`src/rtl/tmr_pkg.sv`:
```
package tmr_pkg;
  localparam int CW = 16;
  localparam int PW = 8;
  localparam int NT = 2;
  localparam int AW = 4;
  localparam int SLOW_DIV = 16;

  typedef enum logic [1:0] {
    SRC_CASC = 2'd0,
    SRC_INT  = 2'd1,
    SRC_SLOW = 2'd2,
    SRC_NONE = 2'd3
  } src_e;

  localparam logic [2:0] OFS_CFG  = 3'd0;
  localparam logic [2:0] OFS_MODE = 3'd1;
  localparam logic [2:0] OFS_REF  = 3'd2;
  localparam logic [2:0] OFS_CNT  = 3'd3;
  localparam logic [2:0] OFS_EVT  = 3'd4;
  localparam logic [2:0] OFS_PSR  = 3'd5;

  localparam logic [CW-1:0] MODE_MASK = 16'hFF1E;
  localparam int MB_RESTART = 3;
  localparam int MB_IE      = 4;
  localparam int MB_SPS     = 8;
  localparam int EVT_MATCH  = 1;
  localparam logic [7:0] CFG_MASK  = 8'h33;
  localparam logic [7:0] CFG_RESET = 8'h22;
endpackage

```
`src/rtl/tmr_prescale.sv`:
```
module tmr_prescale
  import tmr_pkg::*;
#(
  parameter int PSW  = PW,
  parameter int SDIV = SLOW_DIV
) (
  input  logic           clk,
  input  logic           rst_n,
  input  logic           clr,
  input  logic           run,
  input  logic [1:0]     sel,
  input  logic           casc,
  input  logic [PSW-1:0] pri,
  input  logic [PSW-1:0] sec,
  output logic           tick
);
  localparam int SW = $clog2(SDIV);
  localparam logic [SW-1:0] SLAST = SW'(SDIV - 1);

  logic [SW-1:0]  sdiv_q, sdiv_d;
  logic [PSW-1:0] pcnt_q, pcnt_d;
  logic [PSW-1:0] scnt_q, scnt_d;
  logic           src_pulse;
  logic           p_hit;

  always_comb begin
    case (sel)
      SRC_INT:  src_pulse = run;
      SRC_SLOW: src_pulse = run && (sdiv_q == SLAST);
      SRC_CASC: src_pulse = run && casc;
      default:  src_pulse = 1'b0;
    endcase

    sdiv_d = sdiv_q;
    if (clr)
      sdiv_d = '0;
    else if (run && sel == SRC_SLOW)
      sdiv_d = (sdiv_q == SLAST) ? '0 : sdiv_q + 1'b1;

    p_hit  = src_pulse && (pcnt_q == pri);
    pcnt_d = pcnt_q;
    if (clr)
      pcnt_d = '0;
    else if (src_pulse)
      pcnt_d = p_hit ? '0 : pcnt_q + 1'b1;

    tick   = p_hit && (scnt_q == sec);
    scnt_d = scnt_q;
    if (clr)
      scnt_d = '0;
    else if (p_hit)
      scnt_d = (scnt_q == sec) ? '0 : scnt_q + 1'b1;
  end

  always_ff @(posedge clk or negedge rst_n) begin
    if (!rst_n) begin
      sdiv_q <= '0;
      pcnt_q <= '0;
      scnt_q <= '0;
    end else begin
      sdiv_q <= sdiv_d;
      pcnt_q <= pcnt_d;
      scnt_q <= scnt_d;
    end
  end

  // a counter tick only ever follows a source pulse
  a_r5_tick_needs_src: assert property (@(posedge clk) disable iff (!rst_n)
    tick |-> src_pulse);
  // divider state cleared while held in reset
  a_r3_div_cleared: assert property (@(posedge clk) disable iff (!rst_n)
    clr |=> (pcnt_q == '0 && scnt_q == '0 && sdiv_q == '0));
endmodule

```
`src/rtl/tmr_unit.sv`:
```
module tmr_unit
  import tmr_pkg::*;
(
  input  logic          clk,
  input  logic          rst_n,
  input  logic          clr,
  input  logic          run,
  input  logic          casc,
  input  logic          we_mode,
  input  logic          we_ref,
  input  logic          we_cnt,
  input  logic          we_evt,
  input  logic          we_psr,
  input  logic [CW-1:0] wdata,
  output logic [CW-1:0] mode_o,
  output logic [CW-1:0] ref_o,
  output logic [CW-1:0] cnt_o,
  output logic [CW-1:0] evt_o,
  output logic [PW-1:0] psr_o,
  output logic          wrap,
  output logic          irq
);
  logic [CW-1:0] mode_q, mode_d;
  logic [CW-1:0] ref_q, ref_d;
  logic [CW-1:0] cnt_q, cnt_d;
  logic [PW-1:0] psr_q, psr_d;
  logic          flag_q, flag_d;
  logic          tick;
  logic [CW-1:0] nxt;
  logic          match_set;

  tmr_prescale #(.PSW(PW), .SDIV(SLOW_DIV)) presc_i (
    .clk   (clk),
    .rst_n (rst_n),
    .clr   (clr),
    .run   (run),
    .sel   (mode_q[2:1]),
    .casc  (casc),
    .pri   (psr_q),
    .sec   (mode_q[MB_SPS +: PW]),
    .tick  (tick)
  );

  always_comb begin
    nxt       = (mode_q[MB_RESTART] && cnt_q == ref_q) ? '0 : cnt_q + 1'b1;
    match_set = tick && (nxt == ref_q);
    wrap      = tick && (nxt == '0);

    mode_d = we_mode ? (wdata & MODE_MASK) : mode_q;
    ref_d  = we_ref  ? wdata : ref_q;
    psr_d  = we_psr  ? wdata[PW-1:0] : psr_q;

    cnt_d = cnt_q;
    if (clr)
      cnt_d = '0;
    else if (we_cnt)
      cnt_d = wdata;
    else if (tick)
      cnt_d = nxt;

    flag_d = flag_q;
    if (clr)
      flag_d = 1'b0;
    else
      flag_d = (flag_q && !(we_evt && wdata[EVT_MATCH])) || match_set;
  end

  always_ff @(posedge clk or negedge rst_n) begin
    if (!rst_n) begin
      mode_q <= '0;
      ref_q  <= '0;
      cnt_q  <= '0;
      psr_q  <= '0;
      flag_q <= 1'b0;
    end else begin
      mode_q <= mode_d;
      ref_q  <= ref_d;
      cnt_q  <= cnt_d;
      psr_q  <= psr_d;
      flag_q <= flag_d;
    end
  end

  assign mode_o = mode_q;
  assign ref_o  = ref_q;
  assign cnt_o  = cnt_q;
  assign psr_o  = psr_q;
  assign evt_o  = CW'({flag_q, 1'b0});
  assign irq    = flag_q && mode_q[MB_IE];

  // reset bit zeroes counter and flag
  a_r3_clr_holds: assert property (@(posedge clk) disable iff (!rst_n)
    clr |=> (cnt_o == '0 && evt_o == '0));
  // counter moves only on a tick or a write
  a_r11_cnt_stable: assert property (@(posedge clk) disable iff (!rst_n)
    (!tick && !we_cnt && !clr) |=> $stable(cnt_o));
  // a fresh flag needs a tick from the divider
  a_r8_flag_from_tick: assert property (@(posedge clk) disable iff (!rst_n)
    $rose(evt_o[EVT_MATCH]) |-> $past(tick));
  // a stopped timer never ticks
  a_r2_stop_no_tick: assert property (@(posedge clk) disable iff (!rst_n)
    !run |-> !tick);
endmodule

```
`src/rtl/tmr_pair_top.sv`:
```
module tmr_pair_top
  import tmr_pkg::*;
(
  input  logic          clk,
  input  logic          rst_n,
  input  logic          casc_in,
  input  logic          bus_we,
  input  logic [AW-1:0] bus_addr,
  input  logic [CW-1:0] bus_wdata,
  output logic [CW-1:0] bus_rdata,
  output logic [NT-1:0] tmr_irq
);
  logic [7:0] cfg_q, cfg_d;
  logic       t_idx;
  logic [2:0] ofs;

  logic [CW-1:0] mode_w [NT];
  logic [CW-1:0] ref_w  [NT];
  logic [CW-1:0] cnt_w  [NT];
  logic [CW-1:0] evt_w  [NT];
  logic [PW-1:0] psr_w  [NT];
  logic [NT-1:0] wrap_w;
  logic [NT-1:0] casc_w;
  logic [NT-1:0] clr_w;
  logic [NT-1:0] run_w;

  assign t_idx = bus_addr[AW-1];
  assign ofs   = bus_addr[2:0];

  always_comb begin
    cfg_d = cfg_q;
    if (bus_we && !t_idx && ofs == OFS_CFG)
      cfg_d = bus_wdata[7:0] & CFG_MASK;
  end

  always_ff @(posedge clk or negedge rst_n) begin
    if (!rst_n) cfg_q <= CFG_RESET;
    else        cfg_q <= cfg_d;
  end

  for (genvar i = 0; i < NT; i++) begin : g_tmr
    logic hit;
    assign hit      = bus_we && (t_idx == 1'(i));
    assign clr_w[i] = cfg_q[4*i];
    assign run_w[i] = !cfg_q[4*i+1] && !cfg_q[4*i];
    if (i == 0) begin : g_ext
      assign casc_w[i] = casc_in;
    end else begin : g_chain
      assign casc_w[i] = wrap_w[i-1];
    end

    tmr_unit unit_i (
      .clk     (clk),
      .rst_n   (rst_n),
      .clr     (clr_w[i]),
      .run     (run_w[i]),
      .casc    (casc_w[i]),
      .we_mode (hit && ofs == OFS_MODE),
      .we_ref  (hit && ofs == OFS_REF),
      .we_cnt  (hit && ofs == OFS_CNT),
      .we_evt  (hit && ofs == OFS_EVT),
      .we_psr  (hit && ofs == OFS_PSR),
      .wdata   (bus_wdata),
      .mode_o  (mode_w[i]),
      .ref_o   (ref_w[i]),
      .cnt_o   (cnt_w[i]),
      .evt_o   (evt_w[i]),
      .psr_o   (psr_w[i]),
      .wrap    (wrap_w[i]),
      .irq     (tmr_irq[i])
    );
  end

  always_comb begin
    bus_rdata = '0;
    case (ofs)
      OFS_CFG:  bus_rdata = t_idx ? '0 : CW'(cfg_q);
      OFS_MODE: bus_rdata = mode_w[t_idx];
      OFS_REF:  bus_rdata = ref_w[t_idx];
      OFS_CNT:  bus_rdata = cnt_w[t_idx];
      OFS_EVT:  bus_rdata = evt_w[t_idx];
      OFS_PSR:  bus_rdata = CW'(psr_w[t_idx]);
      default:  bus_rdata = '0;
    endcase
  end

  // timer 1 in cascade mode moves only when timer 0 wraps or is written
  a_r4_chain: assert property (@(posedge clk) disable iff (!rst_n)
    (mode_w[1][2:1] == 2'd0 && !wrap_w[0] && !(bus_we && t_idx && ofs == OFS_CNT)
     && !clr_w[1]) |=> $stable(cnt_w[1]));
endmodule

```
`config.mk`:
```
export PLATFORM = sky130hd
export DESIGN_NAME = tmr_pair_top
export DESIGN_NICKNAME = d
export VERILOG_FILES = /design/src/rtl/tmr_pkg.sv /design/src/rtl/tmr_prescale.sv /design/src/rtl/tmr_unit.sv /design/src/rtl/tmr_pair_top.sv
export SDC_FILE = /design/constraint.sdc
export NUM_CORES = 1
export LEC_CHECK = 0
export BUFFER_PORTS_ARGS = -buffer_cell sky130_fd_sc_hd__buf_4
export CAP_MARGIN = 20
export CORE_MARGIN = 3
export CORE_UTILIZATION = 35
export CTS_BUF_LIST = sky130_fd_sc_hd__clkbuf_4 sky130_fd_sc_hd__clkbuf_8
export DETAILED_ROUTE_END_ITERATION = 16
export GPL_ROUTABILITY_DRIVEN = 0
export SYNTH_ARGS = -nofsm -noshare
export SYNTH_HDL_FRONTEND = slang
export SYNTH_SLANG_ARGS = --single-unit
export TNS_END_PERCENT = 10
```
`constraint.sdc`:
```
create_clock -name clk -period 7.4 [get_ports clk]
set_input_delay 1.11 -clock clk [delete_from_list [all_inputs] [get_ports clk]]
set_output_delay 1.11 -clock clk [all_outputs]
set_load 0.02 [all_outputs]
```
# Word level (Yosys, flattened, before mapping)
# Index checks and enable logic that the tools add are counted.
[word_totals]
reg_bits = 150
inputBits = 24
out_inout_bits = 18
wordCells = 152
[classes]
add_sub_neg = 8
order_cmp = 1
eq_ne = 19
mux = 47
bitwise = 2
reduce_logical = 58
[ops]
columns = ["operator", "n"]
rows = [
  ["2-to-1 mux 16 bit", 19],
  ["2-to-1 mux 8 bit", 15],
  ["one-hot mux 16 bit (6 select lines)", 1],
  ["== test 16 bit", 4],
  ["logical AND 1 bit", 37],
  ["adder 16 x 1 -> 16 bit, second input constant", 2],
  ["adder 8 x 1 -> 8 bit, second input constant", 4],
  ["== test 8 bit", 4],
  ["2-to-1 mux 4 bit", 6],
  ["zero test 16 bit", 1],
  ["nonzero test 2 bit", 6],
  ["adder 4 x 1 -> 4 bit, second input constant", 2],
  ["== test 4 bit, second input constant", 2],
  ["zero test 1 bit", 7],
  ["== test 3 x 2 -> 1 bit, second input constant", 2],
  ["== test 3 bit, second input constant", 2],
  ["2-to-1 mux 6 bit", 1],
  ["one-hot mux 1 bit (3 select lines)", 2],
  ["nonzero test 3 bit", 2],
  ["== test 2 x 1 -> 1 bit, second input constant", 2],
  ["== test 2 bit, second input constant", 2],
  ["zero test 2 bit", 2],
  ["== test 3 x 1 -> 1 bit, second input constant", 1],
  ["zero test 3 bit", 1],
  ["6 further kinds", 8],
]

# Logic depth before layout (Yosys ltp)
[logic_depth]
ltp_word = 14
mapped_depth = 12
mapped_depth_nobuf = 9

# Modules after synthesis
# From an unflattened synthesis, not the netlist that was laid out.
[hier_totals]
hier_cells = 1145
area_unflattened_um2 = 10928.0
[by_module_without_submodules]
columns = ["mod", "instances", "cells_per_inst", "area_each_um2", "seq_area_each_um2"]
rows = [
  ["tmr_unit", 2, 343, 3369.5, 1326.3],
  ["tmr_prescale", 2, 144, 1328.8, 500.5],
  ["tmr_pair_top", 1, 171, 1531.5, 102.6],
]

# Worst setup path after synthesis
# OpenSTA, ideal clock, no wires.
[synth_timing]
path_kind = "input to output"
startpoint = "in bus_addr[1]"
endpoint = "out bus_rdata[6]"
arrival_ns = 2.759
required_time_ns = 6.290
path_slack_ns = 3.531
stages = 7
n_path_buf = 3
cell_sequence = "nor2b_1 -> clkbuf_1 -> and2_1 -> clkbuf_1 -> buf_1 -> a22oi_1 -> a31oi_1"
[synth_via]
elab_chain_len = 2
elab_cells_between_ends = 7
cone_classes = "eq/ne: 5; mux: 1; reduce/logical: 1"
[synth_lines]
columns = ["element", "line", "rtl"]
rows = [
  ["start: declaration", "tmr_pair_top.sv:8", "input logic [AW-1:0] bus_addr,"],
  ["== test 3 bit (tied with other cells)", "tmr_pair_top.sv:76", "case (ofs)"],
  ["one-hot mux 16 bit (6 select lines) (*)", "tmr_pair_top.sv:76", ""],
  ["end: declaration", "tmr_pair_top.sv:10", "output logic [CW-1:0] bus_rdata,"],
]
# Every way passes the cells marked *; elsewhere a longest branch is shown, timed or not.

# Worst setup path in the final report
[layout_timing]
startpoint = "in bus_addr[1]"
endpoint = "out bus_rdata[3]"
# Same word-level chain as after synthesis.

==> results.txt <==
- Antenna violations before repair: 0
- The total overflow left after global routing is 0.
- Synthesis produced 1041 cells.
- The worst setup path is captured at an output port.
* Flip-flop and latch count after synthesis: 150
* Worst slew margin relative to its limit: 24.8%
* Peak ir drop on the vdd network: 0.117 mV
* Die Area: 30100 µm²
* Switching power as a share of total power: 39.2%
- The detailed router put a total of 12.8 mm of wire on met1.
- Worst stage delay on the critical path: 980 ps
- Number of core rows: 60
* DP Wirelength: 21.7 mm
- Floorplan die height: 174 µm
- Cells with a size suffix above 1 make up 17.2% of the layout.
* Root buffer selected by CTS: sky130_fd_sc_hd__clkbuf_8
- At the later pin of the worst-skew pair, clock insertion delay measures 470 ps.
- In the routed design, unresolved DRC markers number 0.
- The clock passes through at most 2 buffers.
- Dominant register cell in the synthesized netlist: sky130_fd_sc_hd__dfrtp_1
* Number of iterations in the first detailed-routing pass: 9
* Power density of the placed cells: 231 nW/µm²
* Buf/Inv on CP: 2
- The critical path is of the input port to output port type.
- Average footprint of a synthesized cell: 9.44 µm²
- Max Cap Viol: 0
- Counting distinct cell types in the post-synthesis netlist gives 68.
- After detailed routing, no signal wire sits above met4.
- Counting flops with an async set or reset pin after synthesis yields a share of 100%.
- In the routed layout, each cell is associated on average with a via count of 5.95.
- The worst path needs 4660 ps of the cycle, external delays included.
- Net Switching: 970 µW
- Setup Viol. Count Final: 0
- H-tree levels: 4
- Number of nets with antenna violations after detailed routing: 0
* Antenna diodes: 0
* Num CTS Buffers: 17
* Met2 wirelength from detailed routing: 14.6 mm
- Achievable Freq: 0.215 GHz
* Final worst-path cycle share: 62.9%
* Slack of the worst reg-to-reg path: 3420 ps
* Crit-path slowest cell: sky130_fd_sc_hd__and2_1
- Counting every net in the synthesized netlist gives 1073.
- For this design the top-level I/O count stands at 42.
- The internal power of the cells totals 1.51 mW.
- Across the routed clock network, the largest skew measured is 19.7 ps.
- The area growth from synthesis to layout is 8.90%.
* Post-route cell area: 10700 µm²
* Reported leakage power: 4.21 nW
- Overall global routing resource usage: 20.3%
- Comb power frac: 26.4%
- Via count of the first global-routing pass: 8292
* Cell Area, Synth: 9820 µm²
- Number of enable-type register cells in the synthesized netlist: 0
- Setup repair after global routing left no endpoint under its margin.
- Yosys printed 0 warnings.
* Cell mode on critical path: sky130_fd_sc_hd__buf_4
- Worst setup SP type: input port
* Run status: finished clean
- Post-route setup TNS: 0 ps
* Clock transition at the register clock pins on the worst setup and hold paths after CTS: 90 ps
* Critical path data required time: 6290 ps
- Hold Fails Final Rpt: 0
* Worst hold-check path type: register to register
- Total routed wirelength: 30.4 mm
* Total clock sinks: 150
- Hold is met by 526 ps.
- Starting density of the core: 36.0%
- After clock tree synthesis, the flow added hold-fix buffers numbering 0.
- Cell-by-cell trace of the critical path: buf_4, nor2b_1, and2_1, a221oi_1, o221ai_1, buf_4
- Pin count of the biggest net entering global routing: 83
* Highest net fanout along the worst path: 30
* First-pass GRT wire length: 48.3 mm
* Die width: 174 µm
* Data arrival time at the worst-slack endpoint: 3550 ps
- The detailed router finished its first iteration with 874 violations.
* Sequential-to-total area share from yosys stat: 38.2%
- DR WL met3: 1.60 mm
- TritonCTS built the clock tree.
- Of the total power, the clock network draws 24.0%.
- The number of setup buffers added after CTS is 0.
* Transition at the pin with the smallest max-transition slack: 1130 ps
- Vias after detailed routing: 8423
- Count of buffers inserted at the top-level ports: 41
* Share of the core filled with cells in the final layout: 39.3%
* Fin nets: 1063
- Standard cell area after detailed placement: 10300 µm²
- Post-cts resize count: 0
* Dominant delay contributor by cell family on the critical path: simple AND/OR/NAND/NOR gates
* Seq pwr share: 49.6%
* Final routed wire length divided by cell count: 21.5 µm
* Fin. max-slew vios: 0
* Area of the core: 27300 µm²
-- metal layers --
metal	track usage [%]	vias up
met5	0	-
met4	9.32	0
met3	3.13	90
met2	33.6	304
met1	26.0	4155
li1	-	3874
-- area by class of cell --
cell class	instances	area, µm²
multi-input cells	793	5660
fillers	2664	16600
clock buffers	17	234
repair buffers	53	405
inverters	16	60.1
well taps	372	465
clock inverters	15	119
flip-flops and latches	150	3760
-- cells in the final DEF, fill, tap and decap left out, types with 22 or more instances in the layout --
cell,instances
sky130_fd_sc_hd__a21oi_1,26
sky130_fd_sc_hd__mux2_2,80
sky130_fd_sc_hd__o21ai_0,53
sky130_fd_sc_hd__nor2_1,95
sky130_fd_sc_hd__nand3_1,32
sky130_fd_sc_hd__xnor2_1,48
sky130_fd_sc_hd__nand4_1,22
sky130_fd_sc_hd__dfrtp_1,148
sky130_fd_sc_hd__xor2_1,62
sky130_fd_sc_hd__nor3_1,27
sky130_fd_sc_hd__buf_4,51
sky130_fd_sc_hd__nand2_1,56
sky130_fd_sc_hd__nor4_1,24
-- final timing paths --
check	start	to	depth (start not counted)
max	bus_addr[1]	bus_rdata[3]	6
min	g_tmr[0].unit_i.presc_i.pcnt_q[7]	g_tmr[0].unit_i.presc_i.pcnt_q[7]	1
max reg2reg	g_tmr[0].unit_i.cnt_o[2]	g_tmr[1].unit_i.cnt_o[15]	8
min reg2reg	g_tmr[0].unit_i.presc_i.pcnt_q[7]	g_tmr[0].unit_i.presc_i.pcnt_q[7]	1
max in group asynchronous	rst_n	g_tmr[1].unit_i.ref_o[15]	2
min in group asynchronous	rst_n	cfg_q[4]	1
-- kinds of logic (layout without fill, tap and decap cells) --
kind of cell,after synthesis,count (layout),synth area share (%)
xor+xnor,110,110,9.81
compound gates,220,220,16.3
flops,150,150,38.2
mux,100,100,11.2
simple gates,355,355,19.3
buf+inv,98,101,4.17
fa+ha+maj,8,8,1.02
-- worst register-to-register path, delay by kind of cell (launching register included) --
family,cells,cell delay [ps]
AND/OR/NAND/NOR,4,2200
AO/OA/AOI/OAI,3,820
flip-flops,1,620
XOR/XNOR,1,230
-- Yosys cell counts (all sizes together), types with 9 or more instances --
library cell | number | share of area (%)
a211oi | 20 | 1.5
a21oi | 26 | 1.3
a221oi | 12 | 1.1
a222oi | 18 | 1.8
a22oi | 9 | 0.69
a311oi | 15 | 1.3
a31oi | 12 | 0.76
and3 | 19 | 1.2
buf | 19 | 1.1
clkbuf | 63 | 2.4
dfrtp | 148 | 38
inv | 16 | 0.61
mux2 | 80 | 9.2
mux2i | 20 | 2.0
nand2 | 56 | 2.1
nand3 | 33 | 1.7
nand3b | 9 | 0.69
nand4 | 23 | 1.6
nor2 | 95 | 3.6
nor3 | 29 | 1.6
nor4 | 25 | 1.7
o21ai | 53 | 2.7
or3 | 12 | 0.76
xnor2 | 48 | 4.3
xor2 | 62 | 5.5
-- through the flow --
stage	power (mW)	setup WS [ps]	instances
floorplan	1.63	3530	1041
global placement	1.87	2850	1383
detailed placement	1.89	2780	1383
CTS	2.48	2780	1415
global route	2.62	2690	1416
finish	2.48	2740	1416
-- sequential cells by signal, summed over array words and instances, names as in the netlist --
signal,flops
g_tmr.unit_i.ref_o,32
cfg_q,4
g_tmr.unit_i.cnt_o,32
g_tmr.unit_i.presc_i.pcnt_q,16
g_tmr.unit_i.psr_o,16
g_tmr.unit_i.presc_i.scnt_q,16
g_tmr.unit_i.flag_q,2
g_tmr.unit_i.mode_o,24
g_tmr.unit_i.presc_i.sdiv_q,8
-- power groups by stage --
stage	Sequential (mW)	Combinational, mW	Clock, mW
3_3_place_gp	1.24	0.637	0
5_1_grt	1.25	0.729	0.644
6_report	1.23	0.653	0.593
4_1_cts	1.22	0.653	0.611
2_1_floorplan	1.09	0.543	0
3_5_place_dp	1.24	0.650	0
No activity file was read; power rests on OpenSTA's default activity.
